[config.mk]
export PLATFORM = sky130hd
export DESIGN_NAME = lcd_pwr_seq
export DESIGN_NICKNAME = d
export VERILOG_FILES = /design/src/rtl/lcd_pwr_pkg.sv /design/src/rtl/lcd_stage_ctl.sv /design/src/rtl/lcd_disp_guard.sv /design/src/rtl/lcd_pwr_seq.sv
export SDC_FILE = /design/constraint.sdc
export NUM_CORES = 1
export LEC_CHECK = 0
export ABC_AREA = 1
export BUFFER_PORTS_ARGS = -buffer_cell sky130_fd_sc_hd__buf_2
export CAP_MARGIN = 30
export CORE_MARGIN = 2
export CORE_UTILIZATION = 43
export DETAILED_ROUTE_END_ITERATION = 8
export GPL_ROUTABILITY_DRIVEN = 0
export GPL_TIMING_DRIVEN = 0
export PLACE_DENSITY_LB_ADDON = 0.2
export SLEW_MARGIN = 10
export SYNTH_ARGS = -nofsm -noshare
export SYNTH_HDL_FRONTEND = slang
export SYNTH_HIERARCHICAL = 1
export SYNTH_SLANG_ARGS = --single-unit
[constraint.sdc]
create_clock -name clk -period 0.9 [get_ports clk]
set_input_delay 0.09 -clock clk [delete_from_list [all_inputs] [get_ports clk]]
set_output_delay 0.09 -clock clk [all_outputs]
set_load 0.02 [all_outputs]
[src/rtl/lcd_pwr_pkg.sv]
// Shared stage indices for the power sequencer.
// Assumes the strobe and status vectors share one bit layout.
package lcd_pwr_pkg;
    localparam int STG_N    = 3;
    localparam int IDX_CLK  = 0;
    localparam int IDX_SYNC = 1;
    localparam int IDX_DISP = 2;
endpackage

[src/rtl/lcd_stage_ctl.sv]
// One interlocked on/off stage driven by enable and disable strobes.
// Assumes the strobes are single-cycle. The allow inputs come from the
// neighbouring stages. Disable has priority over enable.
module lcd_stage_ctl (
    input  logic clk,
    input  logic rst_n,
    input  logic en_i,
    input  logic dis_i,
    input  logic allow_en_i,
    input  logic allow_dis_i,
    output logic on_o,
    output logic sts_o
);
    // Stage output: disable first, then a permitted enable.
    always_ff @(posedge clk) begin
        if (!rst_n)
            on_o <= 1'b0;
        else if (dis_i && allow_dis_i)
            on_o <= 1'b0;
        else if (en_i && !dis_i && allow_en_i)
            on_o <= 1'b1;
    end

    // Status flag trails the stage output by one cycle.
    always_ff @(posedge clk) begin
        if (!rst_n)
            sts_o <= 1'b0;
        else
            sts_o <= on_o;
    end

    AST_STS_LAG: assert property (@(posedge clk) disable iff (!rst_n)
        sts_o == $past(on_o));
    AST_EN_BLOCKED: assert property (@(posedge clk) disable iff (!rst_n)
        (en_i && !allow_en_i && !on_o) |=> !on_o);
    AST_DIS_BLOCKED: assert property (@(posedge clk) disable iff (!rst_n)
        (dis_i && !allow_dis_i && on_o) |=> on_o);
    AST_DIS_WINS: assert property (@(posedge clk) disable iff (!rst_n)
        (en_i && dis_i && allow_dis_i) |=> !on_o);
endmodule

[src/rtl/lcd_disp_guard.sv]
// Display power stage with a guard delay counted in frame-start pulses.
// Assumes frame_i is a one-cycle pulse. A request is accepted only while
// the sync status is set. Losing sync or a disable clears everything.
module lcd_disp_guard #(
    parameter int GW = 4
) (
    input  logic          clk,
    input  logic          rst_n,
    input  logic          en_i,
    input  logic          dis_i,
    input  logic          sync_on_i,
    input  logic          sync_sts_i,
    input  logic          frame_i,
    input  logic [GW-1:0] guard_i,
    output logic          disp_o,
    output logic          disp_sts_o,
    output logic          pend_o
);
    logic [GW-1:0] frm_cnt;
    logic          clr;
    logic          tick;

    assign clr  = dis_i || !sync_on_i;
    assign tick = pend_o && frame_i && !disp_o;

    // Pending request flag, set by a permitted enable.
    always_ff @(posedge clk) begin
        if (!rst_n || clr)
            pend_o <= 1'b0;
        else if (en_i && sync_sts_i)
            pend_o <= 1'b1;
    end

    // Frame counter and display pin: the pin rises once the count meets the guard.
    always_ff @(posedge clk) begin
        if (!rst_n || clr) begin
            frm_cnt <= '0;
            disp_o  <= 1'b0;
        end else if (tick) begin
            if (frm_cnt == guard_i)
                disp_o <= 1'b1;
            else
                frm_cnt <= frm_cnt + 1'b1;
        end
    end

    // Display status trails the pin by one cycle.
    always_ff @(posedge clk) begin
        if (!rst_n)
            disp_sts_o <= 1'b0;
        else
            disp_sts_o <= disp_o;
    end

    AST_DISP_NEEDS_SYNC: assert property (@(posedge clk) disable iff (!rst_n)
        disp_o |-> sync_on_i);
    AST_RISE_ON_FRAME: assert property (@(posedge clk) disable iff (!rst_n)
        $rose(disp_o) |-> $past(frame_i));
    AST_DISP_DROP: assert property (@(posedge clk) disable iff (!rst_n)
        dis_i |=> !disp_o);
    AST_CNT_IDLE: assert property (@(posedge clk) disable iff (!rst_n)
        !pend_o |-> (frm_cnt == '0));
    AST_DISP_STS: assert property (@(posedge clk) disable iff (!rst_n)
        disp_sts_o == $past(disp_o));
endmodule

[src/rtl/lcd_pwr_seq.sv]
// Top of the timing engine power sequencer. Two generic stages (clock,
// sync) and the guarded display stage, wired with their interlocks.
// Assumes all strobes are synchronous to clk.
module lcd_pwr_seq
    import lcd_pwr_pkg::*;
#(
    parameter int GW = 4
) (
    input  logic             clk,
    input  logic             rst_n,
    input  logic [STG_N-1:0] en_req,
    input  logic [STG_N-1:0] dis_req,
    input  logic [GW-1:0]    guard_frames,
    input  logic             frame_start,
    output logic             pclk_en,
    output logic             sync_run,
    output logic             disp_out,
    output logic [STG_N-1:0] status
);
    localparam int N_BASIC = STG_N - 1;

    logic [N_BASIC-1:0] allow_en;
    logic [N_BASIC-1:0] allow_dis;
    logic [N_BASIC-1:0] stg_on;
    logic [N_BASIC-1:0] stg_sts;
    logic               disp_pend;
    logic               disp_sts;

    // Interlocks between neighbouring stages.
    always_comb begin
        allow_en[IDX_CLK]   = 1'b1;
        allow_dis[IDX_CLK]  = !stg_on[IDX_SYNC];
        allow_en[IDX_SYNC]  = stg_sts[IDX_CLK];
        allow_dis[IDX_SYNC] = !(disp_out || disp_pend);
    end

    for (genvar i = 0; i < N_BASIC; i++) begin : g_stage
        lcd_stage_ctl u_stg (
            .clk         (clk),
            .rst_n       (rst_n),
            .en_i        (en_req[i]),
            .dis_i       (dis_req[i]),
            .allow_en_i  (allow_en[i]),
            .allow_dis_i (allow_dis[i]),
            .on_o        (stg_on[i]),
            .sts_o       (stg_sts[i])
        );
    end

    lcd_disp_guard #(.GW(GW)) u_disp (
        .clk        (clk),
        .rst_n      (rst_n),
        .en_i       (en_req[IDX_DISP]),
        .dis_i      (dis_req[IDX_DISP]),
        .sync_on_i  (stg_on[IDX_SYNC]),
        .sync_sts_i (stg_sts[IDX_SYNC]),
        .frame_i    (frame_start),
        .guard_i    (guard_frames),
        .disp_o     (disp_out),
        .disp_sts_o (disp_sts),
        .pend_o     (disp_pend)
    );

    assign pclk_en  = stg_on[IDX_CLK];
    assign sync_run = stg_on[IDX_SYNC];
    assign status   = {disp_sts, stg_sts[IDX_SYNC], stg_sts[IDX_CLK]};

    AST_ORDER: assert property (@(posedge clk) disable iff (!rst_n)
        sync_run |-> pclk_en);
    AST_RESET_QUIET: assert property (@(posedge clk)
        !rst_n |=> (status == '0 && !pclk_en));
endmodule

[Word-level counts from Yosys, hierarchy flattened]
Index checks and enable logic that the tools add are counted.
Word-level totals
  register bits: 11
  bits of input ports: 13
  output and inout port bits: 6
  logic and storage cells: 33
Operators by class
  add/subtract/negate cells: 1
  equality and inequality tests: 1
  bitwise operators: 2
  reductions and logical operators: 21
Operator list (count)
  1-bit logical AND: 8
  1-bit zero test: 6
  4-bit by 1-bit adder with 4-bit output (second input constant): 1
  4-bit == test: 1
  2-bit AND reduction: 2
  2-bit OR reduction: 2
  1-bit logical OR: 3
  1-bit inverter: 2

[Depth between registers and ports, before layout]
  depth in word-level cells: 4
  mapped depth: 8
  mapped depth without buffers: 8

[By module]
Netlist, hierarchy kept.
Modules (own cells, without submodules)
  lcd_disp_guard: instances 1, cells each 64, area an instance 419.2 sq um, seq. area each 140.1 sq um
  lcd_stage_ctl: instances 2, cells each 10, area an instance 81.3 sq um, seq. area each 40.0 sq um
  lcd_pwr_seq: instances 1, cells each 4, area an instance 18.8 sq um, seq. area each 0.0 sq um

[Least setup slack after synthesis]
Ideal clock, no wire load.
  path type: register to register
  start: register u_disp.frm_cnt[1]
  end: register u_disp.frm_cnt[0]
  library setup time: 115 ps
  arrival time: 892 ps
  data required time: 785 ps
  slack: -107 ps
  cell stages (with the launch flop): 8
  path buffers: 0
  period minus slack after synthesis: 1007 ps
  path through: dfxtp_1 inv_1 nand2_1 nand2_2 nor2_4 nand2_4 a21oi_1 nor2_1
Between the ends
  longest elaborated chain between the ends: 3
RTL lines
  from (decl): RTL line lcd_disp_guard.sv:19  | logic [GW-1:0] frm_cnt;
  from (signal assigned): RTL line lcd_disp_guard.sv:43  | frm_cnt <= frm_cnt + 1'b1;
  4-bit == test: RTL line lcd_disp_guard.sv:40  | if (frm_cnt == guard_i)
  1-bit inverter (no source line)
  2-bit AND reduction (no source line)
Every way passes these cells.
A chain may end at the register's enable or synchronous reset.

[Final worst setup path]
  start: register u_disp.frm_cnt[3]
  end: register u_disp.frm_cnt[0]
The elaborated chain is that of the path after synthesis.

==> impl_metrics.yaml <==
status:
  status: "finished with violations"
  violations: "negative setup slack"
critical_path:
  path_max_fanout: 8
  critical_path_buf_inv_count: 1
  crit_start: "u_disp/frm_cnt[3]$_SDFFE_PP0P_"
  criticalPathCategory: "flop to flop"
  crit_path_frequent_cell: "nand2_2"
  cp.arrival_ns: 1.25
  worst_path_largest_cell_delay_ns: 0.37
  r2r-start: "u_disp/frm_cnt[3]$_SDFFE_PP0P_"
  crit_path_end_kind: "flop"
  cp_slowest_cell: "dfxtp_4"
  cp-start-kind: "flop"
  cp_num_cells: 8
  required_ns: 1.10
  r2r_cells: 8
  path_delay_family: "simple AND/OR/NAND/NOR gates"
  reg2reg_slack_ns: -0.14
  path_cells: "inv_2, nand2_2, nand2_2, nor2_4, nand2_4, nand3_2, nand2_1, nor2_1"
power:
  p_int_mw: 0.692
  p_comb_frac: 0.100
  swShare: 0.235
  switchingPower_mw: 0.213
  powerDensity_mw_per_mm2: 1070
  p_leak_nw: 0.391
  ir_worst_vdd_mv: 0.950
  clock_power_share: 0.369
  p_seq_frac: 0.530
synth:
  synth-simple-area-share: 0.383
  muxShareOfSynthArea: 0
  synth-compound-area-share: 0.0792
  synth_xor_area_frac: 0
  synthAdderAreaFrac: 0.0208
  synth_seq_cells: 11
  syn_inst: 88
  syn_area_per_cell_um2: 6.82
  synth_cell_types: 15
  yosys_warnings: 6
  syn_nets: 102
  synth_top_family_by_area: "simple AND/OR/NAND/NOR gates"
  synthesis.area_um2: 601
  yosysSeqAreaShare: 0.367
cells_and_area:
  syn_to_final_growth_pct: 40.6
  fin_nets: 130
  final_layout_size_suffix_gt1_frac: 0.530
  final_util: 0.649
  design_area_um2: 845
  antennaDiodeCount: 0
worst_hold_path:
  holdPathStages: 3
  hp-start: "en_req[1]"
  worstHoldPathType: "input pin to flop"
die:
  die_area_mm2: 0.00171
  die_w_um: 41.4
  start_util: 0.462
  core.rowCount: 13
  core_area_mm2: 0.00130
  die_y_um: 41.4
  ios: 19
timing:
  period_share: 1.16
  finalWorstSetupSlack_ns: -0.144
  grt_setup_unrepaired: "true"
  fin_crit_ns: 1.04
  fmax_mhz: 957
  slew_violations: 0
  finalSetupTns_ns: -0.664
  skew_ns: 0.00135
  hold_viol: 0
  finalSetupViolCount: 5
drt:
  firstDrtPassIters: 2
  drcViolationCount: 0
  wl_met3_um: 75
  wl_met1_um: 518
  route.met2.wl_um: 603
  topRoutingLayerUsed: "met3"
  vias: 556
  vias_per_cell: 4.28
  wl_per_cell_um: 9.21
  drtIter0Drc: 4
  wirelength_mm: 1.20
  ant_nets: 0
grt:
  grt-ovfl-total: 0
  grt_use_total: 0.148
  grt_pass1_wl_mm: 1.54
  grt_pass1_vias: 413
  antenna_found_initial: 0
  grt_max_degree: 9
cts:
  htreeDepth: 1
  clock_latency_ns: 0.27
  cts.sinks: 11
  cts_tree: "yes"
  cts_made_buffers: 3
  clk_pin_slew_ns: 0.07
  cts_root_buf: "clkbuf_4"
  cts_buffer_depth: 2
placed_design:
  portBuffers: 18
  hpwl_um: 793
  place_ws_ns: -0.151
  dpl_cell_area_um2: 716
flow_run:
  maxCapViolations: 0
[timing repair]
item / CTS / global route
setup endpoints to repair: 7 / 9
pin swaps: 6 / 13
gates resized for setup: 15 / 10
hold buffers: 0 / 0
cloned: 0 / 0
setup buffers: 3 / 3
[final timing paths]
path,end
hold / removal,g_stage[1].u_stg/on_o$_SDFFE_PP0P_
setup / recovery,u_disp/frm_cnt[0]$_SDFFE_PP0P_
setup reg to reg,u_disp/frm_cnt[0]$_SDFFE_PP0P_
hold reg to reg,g_stage[0].u_stg/sts_o$_SDFF_PN0_
[worst min-delay path, delay by kind of cell]
kind | cells | cell delay, ns
buffers and inverters | 1 | 0.10
AO/OA/AOI/OAI | 1 | 0.04
AND/OR/NAND/NOR | 1 | 0.06
[through the flow]
step           instances  hold slack [ns]  power [mW]
2_1_floorplan         88            0.188       0.545
3_3_place_gp         121            0.339       0.581
3_5_place_dp         121            0.343       0.583
4_1_cts              127           0.0509       0.917
5_1_grt              130           0.0553       0.953
6_report             130           0.0607       0.905
[power groups by stage]
| stage | clock network (mW) | registers [mW] | logic [mW] |
|---|---|---|---|
| after global routing | 0.371 | 0.480 | 0.102 |
| after detailed placement | 0 | 0.500 | 0.0822 |
| after CTS | 0.348 | 0.483 | 0.0854 |
| after floorplan | 0 | 0.503 | 0.0420 |
| final | 0.334 | 0.480 | 0.0906 |
| after global placement | 0 | 0.500 | 0.0802 |
[placed cells by master (no fill, tap or decap), types with 4 or more instances in the layout]
cell / Yosys / final
a21oi_2: 2 / 6
buf_2: 0 / 13
buf_4: 1 / 10
dfxtp_1: 11 / 5
inv_1: 20 / 16
inv_2: 1 / 5
nand2_1: 20 / 17
nand2_2: 4 / 7
nand3_1: 7 / 4
nand3_2: 2 / 5
nor2_1: 8 / 7
[registers in the layout, indices dropped and copies added, names as in the netlist]
signal               cells
u_disp/pend_o            1
u_disp/frm_cnt           4
g_stage.u_stg/sts_o      2
u_disp/disp_sts_o        1
u_disp/disp_o            1
g_stage.u_stg/on_o       2
[cells by family after synthesis]
family | Yosys count
AND/OR/NAND/NOR | 45
buffers and inverters | 22
flip-flops | 11
AO/OA/AOI/OAI | 8
adder cells (fa/ha/maj) | 1
other | 1
[area by class of cell]
cell class / count / area (um^2)
fill: 133 / 457
sequential: 11 / 235
timing repair buffer: 24 / 151
clock buffer: 4 / 26.3
tap: 15 / 18.8
multi-input combinational: 55 / 334
inverter: 21 / 78.8
[cell usage after synthesis, drive strengths merged]
cell type / number / share of area
nand2: 25 / 0.19
nand3: 9 / 0.092
conb: 1 / 0.0062
a21oi: 8 / 0.079
buf: 1 / 0.013
dfxtp: 11 / 0.37
ha: 1 / 0.021
inv: 21 / 0.13
nor2: 11 / 0.11
[layer usage]
metal | vias up | track usage
met3 | 0 | 0.0957
met5 | - | 0
met2 | 12 | 0.234
met1 | 231 | 0.159
li1 | 313 | -
met4 | 0 | 0.0484
No activity file was read; power rests on OpenSTA's default activity.
